### config.mk
export PLATFORM = sky130hd
export DESIGN_NAME = reload_timer
export DESIGN_NICKNAME = d
export VERILOG_FILES = /design/src/rtl/tmr_pkg.sv /design/src/rtl/tmr_prescaler.sv /design/src/rtl/tmr_count_core.sv /design/src/rtl/tmr_event_out.sv /design/src/rtl/reload_timer.sv
export SDC_FILE = /design/constraint.sdc
export NUM_CORES = 1
export LEC_CHECK = 0
export BUFFER_PORTS_ARGS = -buffer_cell sky130_fd_sc_hd__clkbuf_2
export CORE_UTILIZATION = 30
export CTS_CLUSTER_DIAMETER = 30
export DETAILED_ROUTE_END_ITERATION = 12
export PLACE_DENSITY = 0.56
export SLEW_MARGIN = 20
export SYNTH_ARGS = -nofsm -noshare
export SYNTH_HDL_FRONTEND = slang
export SYNTH_SLANG_ARGS = --single-unit
### constraint.sdc
create_clock -name clk -period 2.55 [get_ports clk]
set_clock_uncertainty 0.15 [all_clocks]
set_input_delay 0.255 -clock clk [delete_from_list [all_inputs] [get_ports clk]]
set_output_delay 0.255 -clock clk [all_outputs]
set_load 0.01 [all_outputs]
### src/rtl/tmr_pkg.sv
// Package: shared types and helpers for the reload timer.
// Assumes an 8-bit control byte; field order is fixed by the register layout.
package tmr_pkg;

    typedef enum logic [1:0] {
        PIN_KEEP = 2'd0,
        PIN_SET  = 2'd1,
        PIN_CLR  = 2'd2,
        PIN_TGL  = 2'd3
    } pin_act_e;

    typedef enum logic [1:0] {
        ADR_LOAD = 2'd0,
        ADR_CTRL = 2'd1,
        ADR_TERM = 2'd2,
        ADR_STAT = 2'd3
    } reg_adr_e;

    // Control byte: [7:6] action, [5:3] prescale, [2] compare, [1] periodic, [0] enable
    typedef struct packed {
        pin_act_e   act;
        logic [2:0] psel;
        logic       cmp;
        logic       per;
        logic       en;
    } ctrl_t;

    // Log2 of the divide ratio selected by a prescale code
    function automatic int unsigned div_shift(input logic [2:0] sel);
        case (sel)
            3'd0:    return 0;
            3'd1:    return 3;
            3'd2:    return 6;
            3'd3:    return 8;
            default: return 10;
        endcase
    endfunction

endpackage

### src/rtl/tmr_prescaler.sv
// Module: tmr_prescaler
// Generates a one-cycle tick every 2^div_shift(sel) cycles while run is high.
// Assumes DIV_W >= 10 so the largest ratio fits; the phase restarts when run drops.
module tmr_prescaler
    import tmr_pkg::*;
#(
    parameter int DIV_W = 10
) (
    input  logic       clk,
    input  logic       rst_n,
    input  logic       run,
    input  logic [2:0] sel,
    output logic       tick
);

    logic [DIV_W-1:0] pcnt;
    logic [DIV_W-1:0] mask;

    // Low-bit mask for the selected divide ratio
    always_comb mask = DIV_W'((32'd1 << div_shift(sel)) - 32'd1);

    // Tick when all selected low bits of the phase counter are ones
    always_comb tick = run && ((pcnt & mask) == mask);

    // Phase counter: runs while enabled, parked at zero otherwise
    always_ff @(posedge clk) begin
        if (!rst_n || !run) pcnt <= '0;
        else                pcnt <= pcnt + 1'b1;
    end

    // with a ratio above one, ticks never fall on adjacent cycles
    a_r3_no_back_to_back: assert property (@(posedge clk) disable iff (!rst_n)
        (tick && (mask != '0) && run) |=> !tick);

endmodule

### src/rtl/tmr_count_core.sv
// Module: tmr_count_core
// Holds the start-value latch and the live count; decides expiry per mode.
// Assumes load writes and ticks may coincide; the load wins.
module tmr_count_core #(
    parameter int CNT_W = 8
) (
    input  logic             clk,
    input  logic             rst_n,
    input  logic             tick,
    input  logic             cmp_mode,
    input  logic             periodic,
    input  logic             load_wr,
    input  logic [CNT_W-1:0] load_val,
    input  logic [CNT_W-1:0] term,
    output logic [CNT_W-1:0] count,
    output logic             hit
);

    logic [CNT_W-1:0] start_q;
    logic             at_end;

    // End-of-period condition for the current mode
    always_comb at_end = cmp_mode ? (count == term) : (&count);

    // An expiry is a tick taken at the end of period
    always_comb hit = tick && at_end && !load_wr;

    // Start-value latch written by software
    always_ff @(posedge clk) begin
        if (!rst_n)       start_q <= '0;
        else if (load_wr) start_q <= load_val;
    end

    // Live count: load, reload on expiry, or step on tick
    always_ff @(posedge clk) begin
        if (!rst_n)
            count <= '0;
        else if (load_wr)
            count <= cmp_mode ? '0 : load_val;
        else if (hit) begin
            if (periodic) count <= cmp_mode ? '0 : start_q;
        end else if (tick)
            count <= count + 1'b1;
    end

    // a non-expiring tick advances the count by one
    a_r2_step: assert property (@(posedge clk) disable iff (!rst_n)
        (tick && !at_end && !load_wr) |=> (count == $past(count) + 1'b1));

    // without a tick or load the count is frozen
    a_r9_hold: assert property (@(posedge clk) disable iff (!rst_n)
        (!tick && !load_wr) |=> $stable(count));

    // periodic overflow expiry restores the start value
    a_r5_reload: assert property (@(posedge clk) disable iff (!rst_n)
        (hit && periodic && !cmp_mode) |=> (count == $past(start_q)));

    // periodic compare expiry returns to zero
    a_r6_zero: assert property (@(posedge clk) disable iff (!rst_n)
        (hit && periodic && cmp_mode) |=> (count == '0));

endmodule

### src/rtl/tmr_event_out.sv
// Module: tmr_event_out
// Turns an expiry into a registered pulse, a sticky flag and a pin action.
// Assumes clr_flag is a single-cycle strobe from the status write.
module tmr_event_out
    import tmr_pkg::*;
(
    input  logic     clk,
    input  logic     rst_n,
    input  logic     hit,
    input  pin_act_e act,
    input  logic     clr_flag,
    output logic     expire,
    output logic     flag,
    output logic     pin
);

    // Registered expiry pulse
    always_ff @(posedge clk) begin
        if (!rst_n) expire <= 1'b0;
        else        expire <= hit;
    end

    // Sticky flag: set beats write-one-to-clear
    always_ff @(posedge clk) begin
        if (!rst_n)        flag <= 1'b0;
        else if (hit)      flag <= 1'b1;
        else if (clr_flag) flag <= 1'b0;
    end

    // Pin action applied on each expiry
    always_ff @(posedge clk) begin
        if (!rst_n) pin <= 1'b0;
        else if (hit) begin
            case (act)
                PIN_SET:  pin <= 1'b1;
                PIN_CLR:  pin <= 1'b0;
                PIN_TGL:  pin <= ~pin;
                default:  pin <= pin;
            endcase
        end
    end

    // a pulse is always accompanied by a set flag
    a_r7_flag_with_pulse: assert property (@(posedge clk) disable iff (!rst_n)
        expire |-> flag);

    // a clear with no expiry empties the flag
    a_r7_clear: assert property (@(posedge clk) disable iff (!rst_n)
        (clr_flag && !hit) |=> !flag);

    // toggle action inverts the pin on expiry
    a_r8_toggle: assert property (@(posedge clk) disable iff (!rst_n)
        (hit && act == PIN_TGL) |=> (pin != $past(pin)));

endmodule

### src/rtl/reload_timer.sv
// Module: reload_timer (top)
// Register file plus prescaler, count core and expiry outputs of the timer.
// Assumes one write per cycle and a combinational read port.
module reload_timer
    import tmr_pkg::*;
#(
    parameter int CNT_W = 8,
    parameter int DIV_W = 10
) (
    input  logic             clk,
    input  logic             rst_n,
    input  logic             wr_en,
    input  logic [1:0]       wr_addr,
    input  logic [CNT_W-1:0] wr_data,
    input  logic [1:0]       rd_addr,
    output logic [CNT_W-1:0] rd_data,
    output logic             expire,
    output logic             irq_flag,
    output logic             pin_out
);

    localparam int CTRL_W = $bits(ctrl_t);

    ctrl_t            ctrl;
    logic [CNT_W-1:0] term_q;
    logic [CNT_W-1:0] count;
    logic             tick;
    logic             hit;
    logic             wr_load, wr_ctrl, wr_term, wr_stat;

    // Write address decode
    always_comb begin
        wr_load = wr_en && (wr_addr == ADR_LOAD);
        wr_ctrl = wr_en && (wr_addr == ADR_CTRL);
        wr_term = wr_en && (wr_addr == ADR_TERM);
        wr_stat = wr_en && (wr_addr == ADR_STAT);
    end

    // Control register: software write wins over one-shot self-stop
    always_ff @(posedge clk) begin
        if (!rst_n)                  ctrl <= '0;
        else if (wr_ctrl)            ctrl <= ctrl_t'(wr_data[CTRL_W-1:0]);
        else if (hit && !ctrl.per)   ctrl.en <= 1'b0;
    end

    // Terminal value register
    always_ff @(posedge clk) begin
        if (!rst_n)       term_q <= '0;
        else if (wr_term) term_q <= wr_data;
    end

    // Read mux
    always_comb begin
        case (rd_addr)
            ADR_LOAD: rd_data = count;
            ADR_CTRL: rd_data = CNT_W'(ctrl);
            ADR_TERM: rd_data = term_q;
            default:  rd_data = {{(CNT_W-1){1'b0}}, irq_flag};
        endcase
    end

    tmr_prescaler #(.DIV_W(DIV_W)) u_presc (
        .clk   (clk),
        .rst_n (rst_n),
        .run   (ctrl.en),
        .sel   (ctrl.psel),
        .tick  (tick)
    );

    tmr_count_core #(.CNT_W(CNT_W)) u_core (
        .clk      (clk),
        .rst_n    (rst_n),
        .tick     (tick),
        .cmp_mode (ctrl.cmp),
        .periodic (ctrl.per),
        .load_wr  (wr_load),
        .load_val (wr_data),
        .term     (term_q),
        .count    (count),
        .hit      (hit)
    );

    tmr_event_out u_evt (
        .clk      (clk),
        .rst_n    (rst_n),
        .hit      (hit),
        .act      (ctrl.act),
        .clr_flag (wr_stat && wr_data[0]),
        .expire   (expire),
        .flag     (irq_flag),
        .pin      (pin_out)
    );

    // one-shot expiry stops the timer unless software rewrites control
    a_r4_oneshot_stop: assert property (@(posedge clk) disable iff (!rst_n)
        (hit && !ctrl.per && !wr_ctrl) |=> !ctrl.en);

    // a start-value write sets the count regardless of a coinciding tick
    a_r10_load_wins: assert property (@(posedge clk) disable iff (!rst_n)
        wr_load |=> (count == ($past(ctrl.cmp) ? '0 : $past(wr_data))));

    // a stopped timer never expires
    a_r9_no_expiry_stopped: assert property (@(posedge clk) disable iff (!rst_n)
        !ctrl.en |=> !expire);

endmodule

==> results.yml <==
critical_path:
  critPathArrivalTime_ns: 2.80
  path_max_fanout: 7
  reg2reg_from: "ctrl[4]$_SDFFE_PN0P_"
  rr_endpoint: "u_core.count[4]$_SDFFE_PN0P_"
  crit_path_end_kind: "register"
  critPathKind: "register to register"
  ff2ff_path_depth: 10
  start_kind: "register"
  required_ns: 2.60
  r2r_slack_ns: -0.20
yosys:
  yosysWarnings: 0
  yosysTopAreaCell: "dfxtp_1"
  synthDistinctLibCells: 55
  yosysTopAreaCellShare_pct: 36.6
  async_reset_ff_share_pct: 0
  synthTopCellsByArea: "dfxtp_1 37%, mux2i_1 8.9%, nand2_1 5.8%"
  syn_area_um2: 2460
  ys.flop_type: "dfxtp_1"
  synth-edff-count: 0
  synth_cells: 288
  synth_seq_area_share_pct: 36.6
  syn_avg_cell_area_um2: 8.55
  yosys_register_bits: 45
  syn_nets: 306
floorplanning:
  chipWidth_um: 92.6
  dieHeight_um: 92.6
  rows: 32
  core_area_um2: 7850
  ios: 26
  dieArea_um2: 8580
  start_util_pct: 31.4
timing:
  slew-limit-headroom_pct: 58.7
  drv_slew: 0
  hold_viol: 0
  fin_crit_ns: 2.75
  final.setup.tns_ns: -1.36
  worst_hold_slack_ns: 0.0680
  post-route-period-util_pct: 108
  tightest_slew_ns: 0.615
  rsz0062_at_grt: "yes"
  fin_ws_ns: -0.196
  finalSetupViolations: 10
  max_freq_ghz: 0.364
pwr:
  p_int_mw: 1.00
  comb_power_share_pct: 14.3
  totalPowerFinal_mw: 1.40
  powerDensity_nw_per_um2: 462
  power.leakage_nw: 1.23
  power_frac_seq_pct: 52.5
  p_sw_mw: 0.401
  ir_worst_vdd_mv: 0.205
  clockPowerShare_pct: 33.2
  swShare_pct: 28.6
clock_network:
  cts_max_path_buffers: 2
  insertion_delay_ns: 0.31
  clockRootBuffer: "clkbuf_8"
  cts_max_level: 2
  path_clk_slew_ns: 0.10
  ctsHoldBuffers: 0
  clock-sinks: 45
  cts_tree: "built"
  cts_buffers: 5
global_route:
  grt_max_degree: 21
  grt_pass1_vias: 2155
  grt_overflow: 0
  grt_pass1_wl_um: 11100
  antenna_found_initial: 0
  gr-usage-all-layers_pct: 16.9
routing:
  wl_per_cell_um: 15.7
  drtIter0Drc: 69
  num_vias: 2276
  route.detailed.drc: 0
  routed_wl_um: 6800
  vias_per_cell: 5.24
  dr.pass1.iters: 4
  ant_nets: 0
min_path:
  hold_depth: 3
  hold_end: "u_core.start_q[1]$_SDFFE_PN0P_"
  hold_class: "input pin to register"
  min-delay-start: "wr_data[1]"
status:
  status: "finished, violations left"
  violations: "setup timing"
cells_and_area:
  multi_input_area_um2: 1550
  seq_area_um2: 905
  drive_gt1_share_pct: 27.7
  fillerInstances: 841
  post-route-util_pct: 38.7
  layout_commonest_cell: "dfxtp_1"
  final_cell_mix: "42 x dfxtp_1, 37 x nand2_1, 31 x nor2_1, 25 x clkbuf_2, 22 x mux2i_1"
  n_antenna_cell: 0
  syn_to_final_growth_pct: 23.3
  nets: 349
flow_run:
  cap_violations: 0
place:
  gp_congestion: 0.894
  dpl.hpwl_um: 4910
  place_ws_ns: -0.320
  portBuffers: 25
## worst max path at each step
stage,from,end,slack (ns),cells after the start
after floorplan,u_core.count[1]$_SDFFE_PN0P_,u_evt.pin$_SDFFE_PN0P_,0.22,7
after global placement,ctrl[4]$_SDFFE_PN0P_,u_evt.pin$_SDFFE_PN0P_,-0.26,8
after detailed placement,ctrl[4]$_SDFFE_PN0P_,u_evt.pin$_SDFFE_PN0P_,-0.32,8
after CTS,ctrl[5]$_SDFFE_PN0P_,u_core.count[0]$_SDFFE_PN0P_,-0.26,9
after global routing,ctrl[4]$_SDFFE_PN0P_,u_core.count[4]$_SDFFE_PN0P_,-0.26,10
final,ctrl[4]$_SDFFE_PN0P_,u_core.count[4]$_SDFFE_PN0P_,-0.20,10
## kinds of logic after synthesis
| kind of cell | synth area share, % |
|---|---|
| adder cells (fa/ha/maj) | 1.52 |
| buffers and inverters | 4.57 |
| AND/OR/NAND/NOR | 22.7 |
| XOR/XNOR | 7.11 |
| flip-flops | 36.6 |
| other | 0.152 |
| AO/OA/AOI/OAI | 17.5 |
| multiplexers | 9.85 |
## state kept, by name, summed over array words and instances, names as in the netlist
register and cells:
u_evt.flag 1, u_core.start_q 8, ctrl 8, u_evt.pin 1, term_q 8, u_presc.pcnt 10
u_evt.expire 1, u_core.count 8
## power by group through the flow
stage                     sequential [mW]  clock [mW]  combinational, mW
after CTS                           0.736       0.482              0.195
after detailed placement            0.752           0              0.179
final                               0.736       0.466              0.201
after global routing                0.739       0.506              0.218
after global placement              0.752           0              0.178
after floorplan                     0.749           0              0.114
## metal layers
layer	wire [um]	GRT usage (%)	share of wire [%]
met1	3150	21.5	46
met2	3210	27.4	47
met3	266	3.20	3.9
met4	174	7.95	2.6
met5	0	0	0
## area by class of cell
cell class	count	area share, %
Clock buffer	5	2.27
Timing Repair Buffer	51	11.3
Inverter	5	0.618
Sequential cell	45	29.8
Clock inverter	3	0.700
Tap cell	102	4.20
Multi-Input combinational cell	223	51.2
## critical path: stages, from the launching register on
cell and delay (ns):
dfxtp_2 0.33, or3_4 0.39, ha_4 0.28, o21ai_2 0.04
a221o_1 0.30, or4_4 0.47, buf_6 0.15, o21ai_4 0.14
buf_6 0.14, a22o_1 0.17, o22ai_2 0.09
## Yosys cell counts (7+ instances only)
cell / n
nand3_1: 9
dfxtp_1: 45
xor2_1: 8
a21oi_1: 17
nor2_1: 32
clkbuf_1: 7
xnor2_1: 12
o21ai_0: 12
mux2i_1: 22
nand2_1: 38
## through the flow
stage          instance area [um^2]  instances
6_report                       3040        434
5_1_grt                        3040        434
4_1_cts                        3000        434
3_5_place_dp                   2790        421
3_3_place_gp                   2790        421
2_1_floorplan                  2470        288
## what timing repair did
item,in CTS,in global routing
buffers inserted,4,0
pin swaps,16,7
endpoints found under the setup margin,11,12
resized for setup,21,7
gates cloned,1,0
(Power assumes the default switching activity.)
